File: src/rtl/osd_cmd_pkg.sv
package osd_cmd_pkg;

  // Decoding mode of the stream
  typedef enum logic [1:0] {
    ST_ADDR  = 2'd0,   // next byte is a row or column address
    ST_INFO  = 2'd1,   // next byte is one character, then back to ST_ADDR
    ST_BURST = 2'd2    // every byte is a character until the transaction ends
  } dec_state_e;

  // Meaning assigned to the byte on the input
  typedef enum logic [1:0] {
    BK_INFO      = 2'd0,
    BK_ROW       = 2'd1,
    BK_COL_SINGLE = 2'd2,
    BK_COL_BURST = 2'd3
  } byte_kind_e;

  function automatic logic marks_row(input logic [7:0] b);
    return b[7];
  endfunction

  function automatic logic marks_burst(input logic [7:0] b);
    return b[6];
  endfunction

endpackage

File: src/rtl/osd_cmd_classify.sv
module osd_cmd_classify
  import osd_cmd_pkg::*;
#(
  parameter int NUM_ROWS = 16,
  parameter int NUM_COLS = 40,
  parameter int ROW_W    = 4,
  parameter int COL_W    = 6
) (
  input  dec_state_e          state_i,
  input  logic                row_valid_i,
  input  logic [7:0]          byte_i,
  output byte_kind_e          kind_o,
  output logic                bad_o,
  output logic [ROW_W-1:0]    row_idx_o,
  output logic [COL_W-1:0]    col_idx_o
);

  logic [6:0] row_field;
  logic [5:0] col_field;
  logic       row_in_range;
  logic       col_in_range;

  assign row_field    = byte_i[6:0];
  assign col_field    = byte_i[5:0];
  assign row_in_range = (32'(row_field) < NUM_ROWS);
  assign col_in_range = (32'(col_field) < NUM_COLS);
  assign row_idx_o    = ROW_W'(row_field);
  assign col_idx_o    = COL_W'(col_field);

  always_comb begin
    kind_o = BK_INFO;
    bad_o  = 1'b0;
    if (state_i == ST_ADDR) begin
      if (marks_row(byte_i)) begin
        kind_o = BK_ROW;
        bad_o  = !row_in_range;
      end else begin
        kind_o = marks_burst(byte_i) ? BK_COL_BURST : BK_COL_SINGLE;
        bad_o  = !row_valid_i || !col_in_range;
      end
    end
  end

endmodule

File: src/rtl/osd_cmd_ctrl.sv
module osd_cmd_ctrl
  import osd_cmd_pkg::*;
(
  input  logic       clk,
  input  logic       rst_n,
  input  logic       xfer_start_i,
  input  logic       xfer_stop_i,
  input  logic       byte_valid_i,
  input  byte_kind_e kind_i,
  input  logic       bad_i,
  output dec_state_e state_o,
  output logic       row_valid_o,
  output logic       load_row_o,
  output logic       load_col_o,
  output logic       write_o,
  output logic       step_o,
  output logic       err_o
);

  dec_state_e state_q, state_d;
  logic       row_valid_q, row_valid_d;
  logic       clear_ev;
  logic       byte_ev;

  assign clear_ev   = xfer_start_i || xfer_stop_i;
  assign byte_ev    = byte_valid_i && !clear_ev;

  assign load_row_o = byte_ev && (state_q == ST_ADDR) && (kind_i == BK_ROW) && !bad_i;
  assign load_col_o = byte_ev && (state_q == ST_ADDR) && !bad_i &&
                      ((kind_i == BK_COL_SINGLE) || (kind_i == BK_COL_BURST));
  assign write_o    = byte_ev && (state_q != ST_ADDR);
  assign step_o     = write_o && (state_q == ST_BURST);
  assign err_o      = byte_ev && bad_i;

  always_comb begin
    state_d     = state_q;
    row_valid_d = row_valid_q;
    if (clear_ev) begin
      state_d     = ST_ADDR;
      row_valid_d = 1'b0;
    end else if (load_row_o) begin
      row_valid_d = 1'b1;
    end else if (load_col_o) begin
      state_d = (kind_i == BK_COL_BURST) ? ST_BURST : ST_INFO;
    end else if (write_o && (state_q == ST_INFO)) begin
      state_d = ST_ADDR;
    end
  end

  always_ff @(posedge clk or negedge rst_n) begin
    if (!rst_n) begin
      state_q     <= ST_ADDR;
      row_valid_q <= 1'b0;
    end else begin
      state_q     <= state_d;
      row_valid_q <= row_valid_d;
    end
  end

  assign state_o     = state_q;
  assign row_valid_o = row_valid_q;

  // Burst mode persists until a transaction boundary
  p_burst_sticky_r5: assert property (@(posedge clk) disable iff (!rst_n)
    (state_q == ST_BURST && !xfer_start_i && !xfer_stop_i) |=> (state_q == ST_BURST));

  // A rejected byte leaves the decoding mode untouched
  p_err_keeps_state_r7: assert property (@(posedge clk) disable iff (!rst_n)
    err_o |=> (state_q == $past(state_q)) && (row_valid_q == $past(row_valid_q)));

  // A column is only accepted once a row is known
  p_col_needs_row_r1: assert property (@(posedge clk) disable iff (!rst_n)
    load_col_o |-> row_valid_q);

  // A boundary pulse always returns to row-expecting idle
  p_clear_to_idle_r9: assert property (@(posedge clk) disable iff (!rst_n)
    clear_ev |=> (state_q == ST_ADDR) && !row_valid_q);

endmodule

File: src/rtl/osd_cmd_pos.sv
module osd_cmd_pos #(
  parameter int NUM_ROWS = 16,
  parameter int NUM_COLS = 40,
  parameter int ROW_W    = 4,
  parameter int COL_W    = 6
) (
  input  logic             clk,
  input  logic             rst_n,
  input  logic             load_row_i,
  input  logic             load_col_i,
  input  logic             step_i,
  input  logic [ROW_W-1:0] row_idx_i,
  input  logic [COL_W-1:0] col_idx_i,
  output logic [ROW_W-1:0] row_o,
  output logic [COL_W-1:0] col_o
);

  localparam logic [ROW_W-1:0] ROW_LAST = ROW_W'(NUM_ROWS - 1);
  localparam logic [COL_W-1:0] COL_LAST = COL_W'(NUM_COLS - 1);

  logic [ROW_W-1:0] row_q;
  logic [COL_W-1:0] col_q;
  logic             col_wraps;

  function automatic logic [COL_W-1:0] advance_col(input logic [COL_W-1:0] c);
    return (c == COL_LAST) ? '0 : c + COL_W'(1);
  endfunction

  function automatic logic [ROW_W-1:0] advance_row(input logic [ROW_W-1:0] r);
    return (r == ROW_LAST) ? '0 : r + ROW_W'(1);
  endfunction

  assign col_wraps = (col_q == COL_LAST);

  always_ff @(posedge clk or negedge rst_n) begin
    if (!rst_n) begin
      row_q <= '0;
      col_q <= '0;
    end else begin
      if (load_row_i) row_q <= row_idx_i;
      else if (step_i && col_wraps) row_q <= advance_row(row_q);
      if (load_col_i) col_q <= col_idx_i;
      else if (step_i) col_q <= advance_col(col_q);
    end
  end

  assign row_o = row_q;
  assign col_o = col_q;

  p_col_in_range_r6: assert property (@(posedge clk) disable iff (!rst_n)
    32'(col_q) < NUM_COLS);

  p_row_in_range_r6: assert property (@(posedge clk) disable iff (!rst_n)
    32'(row_q) < NUM_ROWS);

  // A step off the last column lands on column zero
  p_col_wrap_r6: assert property (@(posedge clk) disable iff (!rst_n)
    (step_i && !load_col_i && col_wraps) |=> (col_q == '0));

endmodule

File: src/rtl/osd_cmd_decoder.sv
module osd_cmd_decoder
  import osd_cmd_pkg::*;
#(
  parameter int NUM_ROWS = 16,
  parameter int NUM_COLS = 40,
  localparam int ROW_W   = (NUM_ROWS > 1) ? $clog2(NUM_ROWS) : 1,
  localparam int COL_W   = (NUM_COLS > 1) ? $clog2(NUM_COLS) : 1
) (
  input  logic             clk,
  input  logic             rst_n,
  input  logic             xfer_start_i,
  input  logic             xfer_stop_i,
  input  logic             byte_valid_i,
  input  logic [7:0]       byte_i,
  output logic             wr_en_o,
  output logic [ROW_W-1:0] wr_row_o,
  output logic [COL_W-1:0] wr_col_o,
  output logic [7:0]       wr_data_o,
  output logic             err_o
);

  dec_state_e       state;
  byte_kind_e       kind;
  logic             row_valid;
  logic             bad;
  logic [ROW_W-1:0] row_idx;
  logic [COL_W-1:0] col_idx;
  logic             load_row_ev;
  logic             load_col_ev;
  logic             write_ev;
  logic             step_ev;
  logic             err_ev;
  logic [ROW_W-1:0] cur_row;
  logic [COL_W-1:0] cur_col;

  osd_cmd_classify #(
    .NUM_ROWS(NUM_ROWS), .NUM_COLS(NUM_COLS), .ROW_W(ROW_W), .COL_W(COL_W)
  ) u_classify (
    .state_i     (state),
    .row_valid_i (row_valid),
    .byte_i      (byte_i),
    .kind_o      (kind),
    .bad_o       (bad),
    .row_idx_o   (row_idx),
    .col_idx_o   (col_idx)
  );

  osd_cmd_ctrl u_ctrl (
    .clk          (clk),
    .rst_n        (rst_n),
    .xfer_start_i (xfer_start_i),
    .xfer_stop_i  (xfer_stop_i),
    .byte_valid_i (byte_valid_i),
    .kind_i       (kind),
    .bad_i        (bad),
    .state_o      (state),
    .row_valid_o  (row_valid),
    .load_row_o   (load_row_ev),
    .load_col_o   (load_col_ev),
    .write_o      (write_ev),
    .step_o       (step_ev),
    .err_o        (err_ev)
  );

  osd_cmd_pos #(
    .NUM_ROWS(NUM_ROWS), .NUM_COLS(NUM_COLS), .ROW_W(ROW_W), .COL_W(COL_W)
  ) u_pos (
    .clk        (clk),
    .rst_n      (rst_n),
    .load_row_i (load_row_ev),
    .load_col_i (load_col_ev),
    .step_i     (step_ev),
    .row_idx_i  (row_idx),
    .col_idx_i  (col_idx),
    .row_o      (cur_row),
    .col_o      (cur_col)
  );

  // Registered memory write port: position before any burst advance
  always_ff @(posedge clk or negedge rst_n) begin
    if (!rst_n) begin
      wr_en_o   <= 1'b0;
      wr_row_o  <= '0;
      wr_col_o  <= '0;
      wr_data_o <= '0;
      err_o     <= 1'b0;
    end else begin
      wr_en_o <= write_ev;
      err_o   <= err_ev;
      if (write_ev) begin
        wr_row_o  <= cur_row;
        wr_col_o  <= cur_col;
        wr_data_o <= byte_i;
      end
    end
  end

  p_write_after_byte_r8: assert property (@(posedge clk) disable iff (!rst_n)
    wr_en_o |-> $past(byte_valid_i));

  p_err_after_byte_r10: assert property (@(posedge clk) disable iff (!rst_n)
    err_o |-> $past(byte_valid_i));

  p_err_not_write_r10: assert property (@(posedge clk) disable iff (!rst_n)
    !(err_o && wr_en_o));

  p_write_col_range_r8: assert property (@(posedge clk) disable iff (!rst_n)
    wr_en_o |-> (32'(wr_col_o) < NUM_COLS) && (32'(wr_row_o) < NUM_ROWS));

endmodule

File: config.mk
export PLATFORM = sky130hd
export DESIGN_NAME = osd_cmd_decoder
export DESIGN_NICKNAME = d
export VERILOG_FILES = /design/src/rtl/osd_cmd_pkg.sv /design/src/rtl/osd_cmd_classify.sv /design/src/rtl/osd_cmd_ctrl.sv /design/src/rtl/osd_cmd_pos.sv /design/src/rtl/osd_cmd_decoder.sv
export SDC_FILE = /design/constraint.sdc
export NUM_CORES = 1
export LEC_CHECK = 0
export ABC_AREA = 1
export BUFFER_PORTS_ARGS = -buffer_cell sky130_fd_sc_hd__buf_2
export CELL_PAD_IN_SITES_DETAIL_PLACEMENT = 1
export CELL_PAD_IN_SITES_GLOBAL_PLACEMENT = 2
export CORE_MARGIN = 10
export CORE_UTILIZATION = 32
export DETAILED_ROUTE_END_ITERATION = 7
export GPL_TIMING_DRIVEN = 0
export PLACE_DENSITY_LB_ADDON = 0.1
export SLEW_MARGIN = 20
export SYNTH_ARGS = -nofsm -noshare
export SYNTH_HDL_FRONTEND = slang
export SYNTH_SLANG_ARGS = --single-unit
File: constraint.sdc
create_clock -name clk -period 1.49 [get_ports clk]
set_input_delay 0 -clock clk [delete_from_list [all_inputs] [get_ports clk]]
set_output_delay 0 -clock clk [all_outputs]
set_load 0.01 [all_outputs]
==> results of run 1 <==
-- flip-flops by register name, indices dropped and copies added, names as in the netlist --
register            flops
wr_data_o               8
u_pos.col_o             6
wr_col_o                6
u_pos.row_o             4
wr_row_o                4
u_ctrl.state_o          2
err_o                   1
u_ctrl.row_valid_o      1
wr_en_o                 1
-- per-layer routing --
metal / vias to the layer above / GRT usage [%] / wire, um
li1: 731 / - / -
met1: 726 / 13.4 / 2050
met2: 27 / 19.5 / 2470
met3: 9 / 4.44 / 271
met4: 0 / 3.98 / 75
met5: - / 0 / 0
-- cells by family (layout without fill, tap and decap cells) --
family / count (synthesis) / count (layout)
simple gates: 115 / 116
flops: 33 / 33
buf+inv: 22 / 76
compound gates: 19 / 19
fa+ha+maj: 2 / 2
xor+xnor: 2 / 2
-- metrics by stage --
stage,total power [W],setup WS (ns),utilization [%],hold WS (ns)
6_report,0.00199,0.0851,43.4,0.00499
3_3_place_gp,0.00110,0.0699,37.9,0.118
4_1_cts,0.00202,0.0179,41.1,0.00180
5_1_grt,0.00210,-0.0107,43.4,0.00617
3_5_place_dp,0.00111,0.0386,37.9,0.126
2_1_floorplan,0.00103,0.235,-,-0.296
-- synth_stat cells (all sizes together) --
library cell | instances | share of area [%]
or2 | 1 | 0.37
ha | 2 | 1.5
nand4 | 4 | 2.8
a31oi | 1 | 0.37
a21oi | 1 | 0.52
o21a | 1 | 0.45
inv | 19 | 4.6
xor2 | 2 | 1.0
clkinv | 1 | 0.30
nor2 | 21 | 7.3
buf | 2 | 1.3
o22ai | 1 | 0.37
o21ai | 14 | 6.4
nand3 | 23 | 6.9
o21bai | 1 | 0.45
dfrtp | 33 | 49
nand2 | 66 | 16
-- critical path, stage by stage, from the launching register on --
cell	delay, ns
sky130_fd_sc_hd__dfrtp_1	0.37
sky130_fd_sc_hd__ha_2	0.20
sky130_fd_sc_hd__nand2_2	0.07
sky130_fd_sc_hd__inv_2	0.08
sky130_fd_sc_hd__nand4_4	0.15
sky130_fd_sc_hd__nor2_8	0.20
sky130_fd_sc_hd__buf_4	0.13
sky130_fd_sc_hd__nand3_1	0.06
sky130_fd_sc_hd__nand3_1	0.09
-- worst max path at each step --
stage | endpoint | slack (ns) | cells after the start
after floorplan | u_ctrl.row_valid_o | 0.24 | 7
after detailed placement | u_pos.row_o[0] | 0.04 | 8
after global placement | u_pos.row_o[0] | 0.07 | 8
after CTS | u_pos.row_o[1] | 0.02 | 8
final | u_pos.row_o[2] | 0.09 | 8
after global routing | u_pos.row_o[0] | -0.01 | 9
-- cell type report --
| type | instances | area [um^2] | share of cell area (%) |
|---|---|---|---|
| Tap cell | 70 | 87.6 | 3.98 |
| Buffer | 2 | 22.5 | 1.02 |
| Multi-Input combinational cell | 139 | 790 | 35.8 |
| Timing Repair Buffer | 46 | 278 | 12.6 |
| Clock buffer | 7 | 86.3 | 3.92 |
| Sequential cell | 33 | 827 | 37.5 |
| Clock inverter | 1 | 30.0 | 1.36 |
| Inverter | 20 | 82.6 | 3.75 |
-- power by group --
part           internal [W]  switching (W)  total, W
Combinational     0.0000624       0.000101  0.000164
Clock              0.000545       0.000333  0.000879
Sequential         0.000924      0.0000216  0.000945
-- cells in the final DEF (no fill, tap or decap), drive strengths merged, types with 5 or more instances in the layout --
cell type / count
clkbuf: 7
nand4: 5
dlygate4sd3: 5
inv: 20
nand3: 23
dfrtp: 33
nand2: 66
nor2: 21
o21ai: 14
buf: 43
-- timing repair --
item                                    4_1_cts  5_1_grt
resized for setup                             0       12
hold buffers                                  5        0
endpoints found under the hold margin        39        0
setup buffers                                 0        9
endpoints found under the setup margin        0       13
==> run_results.csv, run 1 <==
group,metric,value,unit
outcome,run_status,"finished clean",
route,drt_wl_total,4870,um
route,detail_route.first_pass.iterations,4,
place,post_detailed_placement_cell_area,1920,um^2
route,dr.first_iter.drc_count,27,
grt,all_layer_gr_usage,11.7,%
sta,final.min_clock_period,1.40,ns
logic_synthesis,synth.distinct_cells,28,
place,portBuffers,32,
logic_synthesis,synthXorXnorAreaFrac,1.05,%
logic_synthesis,post_synth_instance_area,1670,um^2
cts,tritoncts,"built",
pwr,power_density,902,nW/um^2
route,route.detailed.vias_per_inst,4.69,
layout,final_area,2200,um^2
sta,setup_repair_after_global_routing_missed_its_margin,"yes",
cts,clock_sink_count,33,
logic_synthesis,syn-num-nets,208,
critical_path,worstPathRequired,1.71,ns
layout,final_layout_size_suffix_gt1_share,35.9,%
hold_path,worst_hold_path.endpoint,"u_ctrl.state_o[0]",
place,finalWeightedCongestion,0.782,
pwr,total_leakage_power,1.25,nW
route,routedWlPerCell,15.3,um
die,initial_utilization,33.0,%
hold_path,timing.hold.worst.class,"in2reg",
logic_synthesis,synth.avg_cell_area,8.67,um^2
die,vertical_die_dimension,92.3,um
grt,grt_pass1_wl,8080,um
logic_synthesis,synth-seq-cells,33,
logic_synthesis,synth.area.mux_share,0,%
hold_path,whs_path_depth,4,
critical_path,reg2reg_slack,0.09,ns
die,rows,26,
critical_path,timing.setup.critical_path_class,"reg2reg",
sta,tightestPinTransition,0.761,ns
grt,pin_count_of_the_biggest_net_entering_global_routing,34,
sta,timing.final.max_slew_violations,0,
grt,antenna_found_initial,0,
grt,remaining_global_route_overflow,0,
layout,instances_no_fill,318,
cts,worst_skew_pair.late_latency,0.29,ns
place,dp.final_hpwl,3550,um
logic_synthesis,post_synth_and_or_nand_nor_area_fraction,33.3,%
sta,setup-tns-final,0,ns
cts,root_buffer,"sky130_fd_sc_hd__clkbuf_8",
critical_path,worstPathMaxFanout,5,
critical_path,worstReg2RegStart,"u_pos.col_o[1]",
logic_synthesis,synth_sequential_area_ratio,49.3,%
route,detail-route-antenna-nets,0,
critical_path,worst_ep_arrival_time,1.63,ns
die,die_area,8520,um^2
cts,clk_transition_reported_paths,0.07,ns
critical_path,setup.worst_path.start_class,"flop",
sta,timing.max_slew.rel_slack,49.3,%
sta,timing_hold_violations_final,0,
critical_path,setup.worst_path.start,"u_pos.col_o[1]",
die,die_width,92.3,um
sta,report.final.setup_viol,0,
hold_path,holdCritStartpoint,"byte_valid_i",
route,post-route-drc-count,0,
logic_synthesis,combinational_family_with_the_most_area_after_synthesis,"simple AND/OR/NAND/NOR gates",
layout,final_nets,262,
layout,antennaDiodeCount,0,
die,pin_count,33,
critical_path,worst_r2r_endpoint,"u_pos.row_o[2]",
sta,timing.fmax,712,MHz
layout,growth_of_design_area_from_synthesis_to_finish,31.6,%
logic_synthesis,syn_inst,193,
place,cell_count_after_placement,295,
cts,tritoncts_buffer_count,5,
grt,first_global_vias,1651,
die,core_area,5070,um^2
route,routed-via-count,1493,
sta,layout_skew,0.00642,ns
pwr,peakVddDrop,341,uV
critical_path,worst_r2r_path_depth,8,
critical_path,critPathCaptureType,"flop",
cts,cts_max_level,2,
logic_synthesis,synth-warning-count,0,
cts,cts-root-to-sink-buffers,2,
layout,nFillCells,638,
logic_synthesis,post_synth_fa_ha_maj_area_fraction,1.49,%
sta,layout_worst_path_cycle_share,94.3,%
flow_run,max_cap_violations,0,
logic_synthesis,compound_gate_portion_of_the_synthesized_area,8.59,%
(Power assumes the default switching activity.)
==> run 2: changes to the inputs <==
--- a/config.mk
+++ b/config.mk
@@ -5,15 +5,17 @@
 export SDC_FILE = /design/constraint.sdc
 export NUM_CORES = 1
 export LEC_CHECK = 0
-export ABC_AREA = 1
+export ABC_AREA = 0
 export BUFFER_PORTS_ARGS = -buffer_cell sky130_fd_sc_hd__buf_2
 export CELL_PAD_IN_SITES_DETAIL_PLACEMENT = 1
 export CELL_PAD_IN_SITES_GLOBAL_PLACEMENT = 2
+export CORE_ASPECT_RATIO = 0.7
 export CORE_MARGIN = 10
-export CORE_UTILIZATION = 32
+export CORE_UTILIZATION = 35
 export DETAILED_ROUTE_END_ITERATION = 7
 export GPL_TIMING_DRIVEN = 0
 export PLACE_DENSITY_LB_ADDON = 0.1
+export REMOVE_ABC_BUFFERS = 1
 export SLEW_MARGIN = 20
 export SYNTH_ARGS = -nofsm -noshare
 export SYNTH_HDL_FRONTEND = slang
==> run 2 against run 1 <==
The run now ends with negative setup slack left. Setup slack lost 0.27 ns. Clock skew increased by 0.0021 ns. Register-to-register slack got worse by 0.27 ns. Worst hold slack improved by 0.020 ns.
==> run_results.csv, run 2 <==
group,metric,value,unit
pwr,power,0.00193,W
layout,antennaDiodeCount,0,
route,routed-via-count,1261,
sta,finalWorstSetupSlack,-0.184,ns
outcome,run_status,"complete, but fails checks",
layout,regMostFlops,"wr_data_o",
critical_path,setup.worst_path.start_class,"flop",
die,rows,20,
cts,root_buffer,"sky130_fd_sc_hd__clkbuf_8",
critical_path,worst_r2r_path_depth,5,
critical_path,worstPathMaxFanout,4,
hold_path,whs_path_depth,3,
cts,clk_transition_reported_paths,0.07,ns
layout,final_layout_size_suffix_gt1_share,48.9,%
logic_synthesis,biggest_area_contributors_in_the_synthesized_netlist,"sky130_fd_sc_hd__dfrtp_1, sky130_fd_sc_hd__mux2_2, sky130_fd_sc_hd__a221o_1, sky130_fd_sc_hd__nand2_1, sky130_fd_sc_hd__xnor2_1",
route,routedWlPerCell,17.4,um
pwr,peakVddDrop,530,uV
layout,largest_reg_flops,8,
sta,timing.max_slew.rel_slack,49.4,%
logic_synthesis,synthDominantAreaCellType,"sky130_fd_sc_hd__dfrtp_1",
logic_synthesis,postSynth.asyncResetShare,100,%
grt,remaining_global_route_overflow,0,
die,core_area,4350,um^2
place,portBuffers,32,
sta,fin_hold_ws,0.0246,ns
logic_synthesis,synth-seq-cells,33,
cts,worst_skew_pair.late_latency,0.28,ns
logic_synthesis,synth-warning-count,0,
sta,setup_repair_after_global_routing_missed_its_margin,"yes",
sta,tightestPinTransition,0.759,ns
die,pin_count,33,
logic_synthesis,post_synth_instance_area,1590,um^2
pwr,total_leakage_power,1.02,nW
grt,antenna_found_initial,0,
grt,pin_count_of_the_biggest_net_entering_global_routing,34,
outcome,violations,"negative setup slack",
logic_synthesis,synth_edf_count,0,
critical_path,max_stage_delay,0.44,ns
critical_path,worstPathRequired,1.66,ns
place,finalWeightedCongestion,0.707,
logic_synthesis,synth_top_cells_by_count,"sky130_fd_sc_hd__dfrtp_1, sky130_fd_sc_hd__mux2_2, sky130_fd_sc_hd__nand2_1",
route,detail_route.first_pass.iterations,4,
logic_synthesis,syn_inst,131,
layout,growth_of_design_area_from_synthesis_to_finish,33.4,%
cts,tritoncts,"built",
logic_synthesis,synth_top_area_share,52.1,%
pwr,power_density,910,nW/um^2
critical_path,worstReg2RegStart,"u_ctrl.state_o[0]",
route,route.detailed.vias_per_inst,5.23,
route,drt_wl_total,4180,um
critical_path,reg2reg_slack,-0.18,ns
logic_synthesis,synth_sequential_area_ratio,52.1,%
grt,all_layer_gr_usage,11.3,%
flow_run,max_cap_violations,0,
sta,layout_worst_path_cycle_share,112,%
critical_path,crit_path_cell_trace,"or2_4, a311o_2, buf_6, a211o_1, and4_1",
sta,timing.fmax,597,MHz
die,vertical_die_dimension,76.3,um
hold_path,timing.hold.worst.class,"in2reg",
route,post-route-drc-count,0,
cts,cts-root-to-sink-buffers,2,
sta,timing.final.max_slew_violations,0,
layout,finished_core_util,48.6,%
critical_path,timing.setup.critical_path_class,"reg2reg",
logic_synthesis,synth.avg_cell_area,12.1,um^2
logic_synthesis,yosys_most_used_dff,"sky130_fd_sc_hd__dfrtp_1",
die,die_width,100,um
grt,grt_pass1_wl,6910,um
die,initial_utilization,36.4,%
critical_path,critPathCaptureType,"flop",
cts,cts_max_level,2,
cts,tritoncts_buffer_count,5,
die,die_area,7670,um^2
sta,layout_skew,0.00853,ns
hold_path,holdCritStartpoint,"byte_i[3]",
grt,first_global_vias,1346,
sta,timing_hold_violations_final,0,
sta,report.final.setup_viol,11,
critical_path,worst_ep_arrival_time,1.85,ns
cts,clock_sink_count,33,
place,dp.final_hpwl,2890,um
layout,mostFrequentLayoutCells,"sky130_fd_sc_hd__buf_2, sky130_fd_sc_hd__dfrtp_1, sky130_fd_sc_hd__mux2_2",
critical_path,critical_path.slowest_cell,"sky130_fd_sc_hd__dfrtp_2",
sta,final.min_clock_period,1.67,ns
critical_path,worst_r2r_endpoint,"u_pos.col_o[5]",
route,detail-route-antenna-nets,0,
route,dr.first_iter.drc_count,24,
layout,mostFrequentLayoutCell,"sky130_fd_sc_hd__buf_2",
layout,final_nets,200,
logic_synthesis,synth.distinct_cells,45,
hold_path,worst_hold_path.endpoint,"u_pos.row_o[3]",
logic_synthesis,count_leader_synth,"sky130_fd_sc_hd__dfrtp_1",
[run 2: changes by cell type after synthesis, moves of 3 or more]
cell	change
sky130_fd_sc_hd__a221o_1	+4
sky130_fd_sc_hd__inv_1	-9
sky130_fd_sc_hd__mux2_2	+18
sky130_fd_sc_hd__nand2_1	-52
sky130_fd_sc_hd__nand2_2	-5
sky130_fd_sc_hd__nand3_1	-19
sky130_fd_sc_hd__nor2_1	-9
sky130_fd_sc_hd__nor3_1	+3
sky130_fd_sc_hd__o21ai_2	-10
sky130_fd_sc_hd__xnor2_1	+3
[run 2: kinds of logic after synthesis]
kind of cell               after synthesis  synth area share, %
and+or+nand+nor                         41                 16.6
AOI/OAI and AO/OA                       23                 11.3
buffers and inverters                   10                 3.39
adders and majority gates                2                 1.58
muxes                                   19                 13.5
xor gates and xnor gates                 3                 1.66
DFF                                     33                 52.1
[run 2: how the worst max path moves through the flow]
stage,startpoint,slack [ns],cells past startpoint,to
2_1_floorplan,u_ctrl.state_o[1],-0.17,4,u_pos.col_o[0]
4_1_cts,u_ctrl.state_o[0],-0.24,5,u_pos.col_o[5]
5_1_grt,u_ctrl.state_o[0],-0.23,5,u_pos.col_o[5]
3_5_place_dp,u_ctrl.state_o[1],-0.35,4,u_pos.col_o[3]
6_report,u_ctrl.state_o[0],-0.18,5,u_pos.col_o[5]
3_3_place_gp,u_ctrl.state_o[1],-0.33,4,u_pos.col_o[3]
[run 2: cell type report]
cell class	instances	area [um^2]
Multi-Input combinational cell	88	749
Fill cell	484	2240
Timing Repair Buffer	51	347
Tap cell	55	68.8
Clock buffer	7	96.3
Sequential cell	33	828
Clock inverter	1	5.00
Inverter	6	22.5
[run 2: power breakdown]
| part | switching, W | total [W] | leakage [nW] | internal (W) |
|---|---|---|---|---|
| Combinational | 0.0000972 | 0.000198 | 0.515 | 0.000101 |
| Clock | 0.000323 | 0.000740 | 0.0542 | 0.000417 |
| Sequential | 0.0000496 | 0.000988 | 0.449 | 0.000938 |
| Total | 0.000469 | 0.00193 | 1.02 | 0.00146 |
[run 2: stage by stage]
step | setup WS [ns] | area, um^2 | cells | TNS, ns
final | -0.184 | 2120 | 241 | -1.29
after CTS | -0.235 | 2070 | 238 | -1.75
after global routing | -0.233 | 2120 | 241 | -2.02
after floorplan | -0.169 | 1560 | 127 | -0.749
after global placement | -0.327 | 1780 | 214 | -6.88
after detailed placement | -0.349 | 1780 | 214 | -7.40
[run 2: critical path, delay by kind of cell, from the launching register on]
family	cells	cell delay, ns
DFF	1	0.44
and+or+nand+nor	2	0.40
buffers and inverters	1	0.13
AOI/OAI and AO/OA	2	0.59
[run 2: what timing repair did]
item                                    4_1_cts  5_1_grt
resized for setup                            11        5
endpoints found under the hold margin        42        0
hold buffers                                  6        0
buffers inserted                             10        3
cloned                                        0        0
endpoints found under the setup margin       30       13
pin swaps                                     8        5
[run 2: metal layers]
layer / wire (um) / track usage (%)
met5: 0 / 0
met4: 36 / 3.80
met3: 239 / 4.44
met2: 1970 / 17.8
met1: 1940 / 13.6
==> run 3: changes to the inputs <==
==> constraint.sdc (replaced) <==
create_clock -name clk -period 1.49 [get_ports clk]
set_input_delay 0.149 -clock clk [delete_from_list [all_inputs] [get_ports clk]]
set_output_delay 0.149 -clock clk [all_outputs]
set_load 0.01 [all_outputs]
==> run 3 against run 2 <==
The flow still finishes with violations (negative setup slack). Non-clock buffer count shrank 5. Clock-buffer cell count is the same. Critical path type unchanged. Maximum frequency down 0.38%.
==> run_results.csv, run 3 (synthesis gave the netlist of run 2 again) <==
group,metric,value,unit
outcome,run_status,"complete, but fails checks",
outcome,violations,"negative setup slack",
layout,growth_of_design_area_from_synthesis_to_finish,30.3,%
route,dr.first_iter.drc_count,39,
critical_path,critPathCaptureType,"flop",
layout,nFillCells,486,
sta,setup-tns-final,-1.35,ns
grt,grtUsageMet1,13.3,%
place,post_detailed_placement_cell_area,1780,um^2
pwr,peakVddDrop,524,uV
layout,instances_no_fill,236,
grt,groute.layer.met3.usage,4.62,%
sta,timing.max_slew.rel_slack,49.2,%
grt,pin_count_of_the_biggest_net_entering_global_routing,34,
layout,regMostFlops,"wr_data_o",
pwr,power_report.internal_total,0.00145,W
die,core_area,4350,um^2
sta,layout_worst_path_cycle_share,113,%
sta,final.min_clock_period,1.68,ns
route,detail_route.first_pass.iterations,4,
critical_path,worstPathMaxFanout,4,
pwr,total_leakage_power,0.997,nW
pwr,clkPwrFrac,38.5,%
cts,tritoncts,"built",
pwr,power_density,925,nW/um^2
cts,worst_skew_pair.late_latency,0.28,ns
grt,global_route.peak_usage_layer,"met2",
route,drt_wl_total,4100,um
cts,tritoncts_buffer_count,5,
die,vertical_die_dimension,76.3,um
place,cell_count_after_placement,214,
sta,timing.fmax,595,MHz
layout,antennaDiodeCount,0,
hold_path,holdCritStartpoint,"byte_i[6]",
cts,cts_max_level,2,
sta,timing.final.max_slew_violations,0,
critical_path,worst_r2r_path_depth,5,
cts,root_buffer,"sky130_fd_sc_hd__clkbuf_8",
grt,all_layer_gr_usage,11.1,%
layout,final_area,2070,um^2
sta,finalWorstSetupSlack,-0.190,ns
cts,clk_transition_reported_paths,0.07,ns
critical_path,worst_ep_arrival_time,1.85,ns
critical_path,reg2reg_slack,-0.19,ns
sta,timing_hold_violations_final,0,
pwr,share_seq_of_total_power,51.7,%
place,portBuffers,32,
die,pin_count,33,
sta,layout_skew,0.00877,ns
critical_path,setup.worst_path.start,"u_ctrl.state_o[0]",
sta,fin_hold_ws,0.104,ns
die,initial_utilization,36.4,%
layout,mostFrequentLayoutCell,"sky130_fd_sc_hd__buf_2",
cts,cts-root-to-sink-buffers,2,
die,die_width,100,um
die,die_area,7670,um^2
layout,final_layout_size_suffix_gt1_share,50.3,%
grt,first_global_vias,1331,
route,post-route-drc-count,0,
route,routed-via-count,1255,
pwr,sw_frac_of_total,24.3,%
sta,report.final.setup_viol,11,
critical_path,timing.setup.critical_path_class,"reg2reg",
grt,antenna_found_initial,0,
critical_path,setup.worst_path.start_class,"flop",
layout,final_nets,195,
route,route.detailed.vias_per_inst,5.32,
critical_path,worstPathRequired,1.66,ns
grt,groute.layer.met2.usage,17.3,%
critical_path,worstReg2RegStart,"u_ctrl.state_o[0]",
critical_path,worst_r2r_endpoint,"u_pos.col_o[5]",
route,detail-route-antenna-nets,0,
sta,setup_repair_after_global_routing_missed_its_margin,"yes",
route,routedWlPerCell,17.4,um
pwr,combPwrFrac,9.8,%
cts,clock_sink_count,33,
layout,mostFrequentLayoutCells,"sky130_fd_sc_hd__buf_2, sky130_fd_sc_hd__dfrtp_1, sky130_fd_sc_hd__mux2_2",
grt,remaining_global_route_overflow,0,
pwr,netSwitchingPower,0.000464,W
sta,tightestPinTransition,0.763,ns
layout,largest_reg_flops,8,
flow_run,max_cap_violations,0,
grt,grt_pass1_wl,6800,um
critical_path,endpoint,"u_pos.col_o[5]",
place,dp.final_hpwl,2890,um
hold_path,timing.hold.worst.class,"in2reg",
place,finalWeightedCongestion,0.707,
die,rows,20,
-- run 3: worst min path at each step --
stage	end	cells past startpoint	slack [ns]
2_1_floorplan	err_o	0	-0.15
3_3_place_gp	wr_data_o[5]	1	0.25
3_5_place_dp	wr_data_o[5]	1	0.27
4_1_cts	u_ctrl.state_o[0]	2	0.09
5_1_grt	u_ctrl.state_o[0]	2	0.09
6_report	u_ctrl.state_o[0]	2	0.10
-- run 3: per-layer routing --
metal,part of all wire [%],wire length (um)
met1,47,1940
met2,47,1920
met3,5.1,211
met4,0.88,36
met5,0,0
-- run 3: timing repair --
| item | 4_1_cts | 5_1_grt |
|---|---|---|
| endpoints found under the setup margin | 30 | 13 |
| pin swaps | 8 | 5 |
| gates cloned | 0 | 0 |
| gates resized for setup | 11 | 5 |
| buffers inserted | 10 | 3 |
| hold buffers | 1 | 0 |
| endpoints found under the hold margin | 33 | 0 |
-- run 3: worst max-delay path, cell delays in order, from the launching register on --
cell	delay, ns
sky130_fd_sc_hd__dfrtp_2	0.44
sky130_fd_sc_hd__or2_4	0.26
sky130_fd_sc_hd__a311o_2	0.35
sky130_fd_sc_hd__buf_6	0.13
sky130_fd_sc_hd__a211o_1	0.24
sky130_fd_sc_hd__and4_1	0.14
-- run 3: cell type report --
| class | instances | area [um^2] | share of cell area, % |
|---|---|---|---|
| repair buffers | 46 | 297 | 14.3 |
| flip-flops and latches | 33 | 828 | 40.1 |
| well taps | 55 | 68.8 | 3.33 |
| inverters | 6 | 22.5 | 1.09 |
| multi-input cells | 88 | 749 | 36.3 |
| clock inverters | 1 | 5.00 | 0.242 |
| clock buffers | 7 | 96.3 | 4.66 |
-- run 3: power by group through the flow --
stage	Combinational, W	Sequential [W]	Clock, W
after floorplan	0.0000819	0.000998	0
after global placement	0.000157	0.00100	0
after detailed placement	0.000161	0.00101	0
after CTS	0.000184	0.000988	0.000763
after global routing	0.000212	0.000995	0.000817
final	0.000188	0.000988	0.000736
-- run 3: per-stage QoR --
step	setup WS (ns)	utilization [%]	total power [W]
6_report	-0.190	47.5	0.00191
5_1_grt	-0.233	47.5	0.00202
4_1_cts	-0.235	46.5	0.00194
3_5_place_dp	-0.424	41.0	0.00117
3_3_place_gp	-0.400	41.0	0.00116
2_1_floorplan	-0.169	-	0.00108
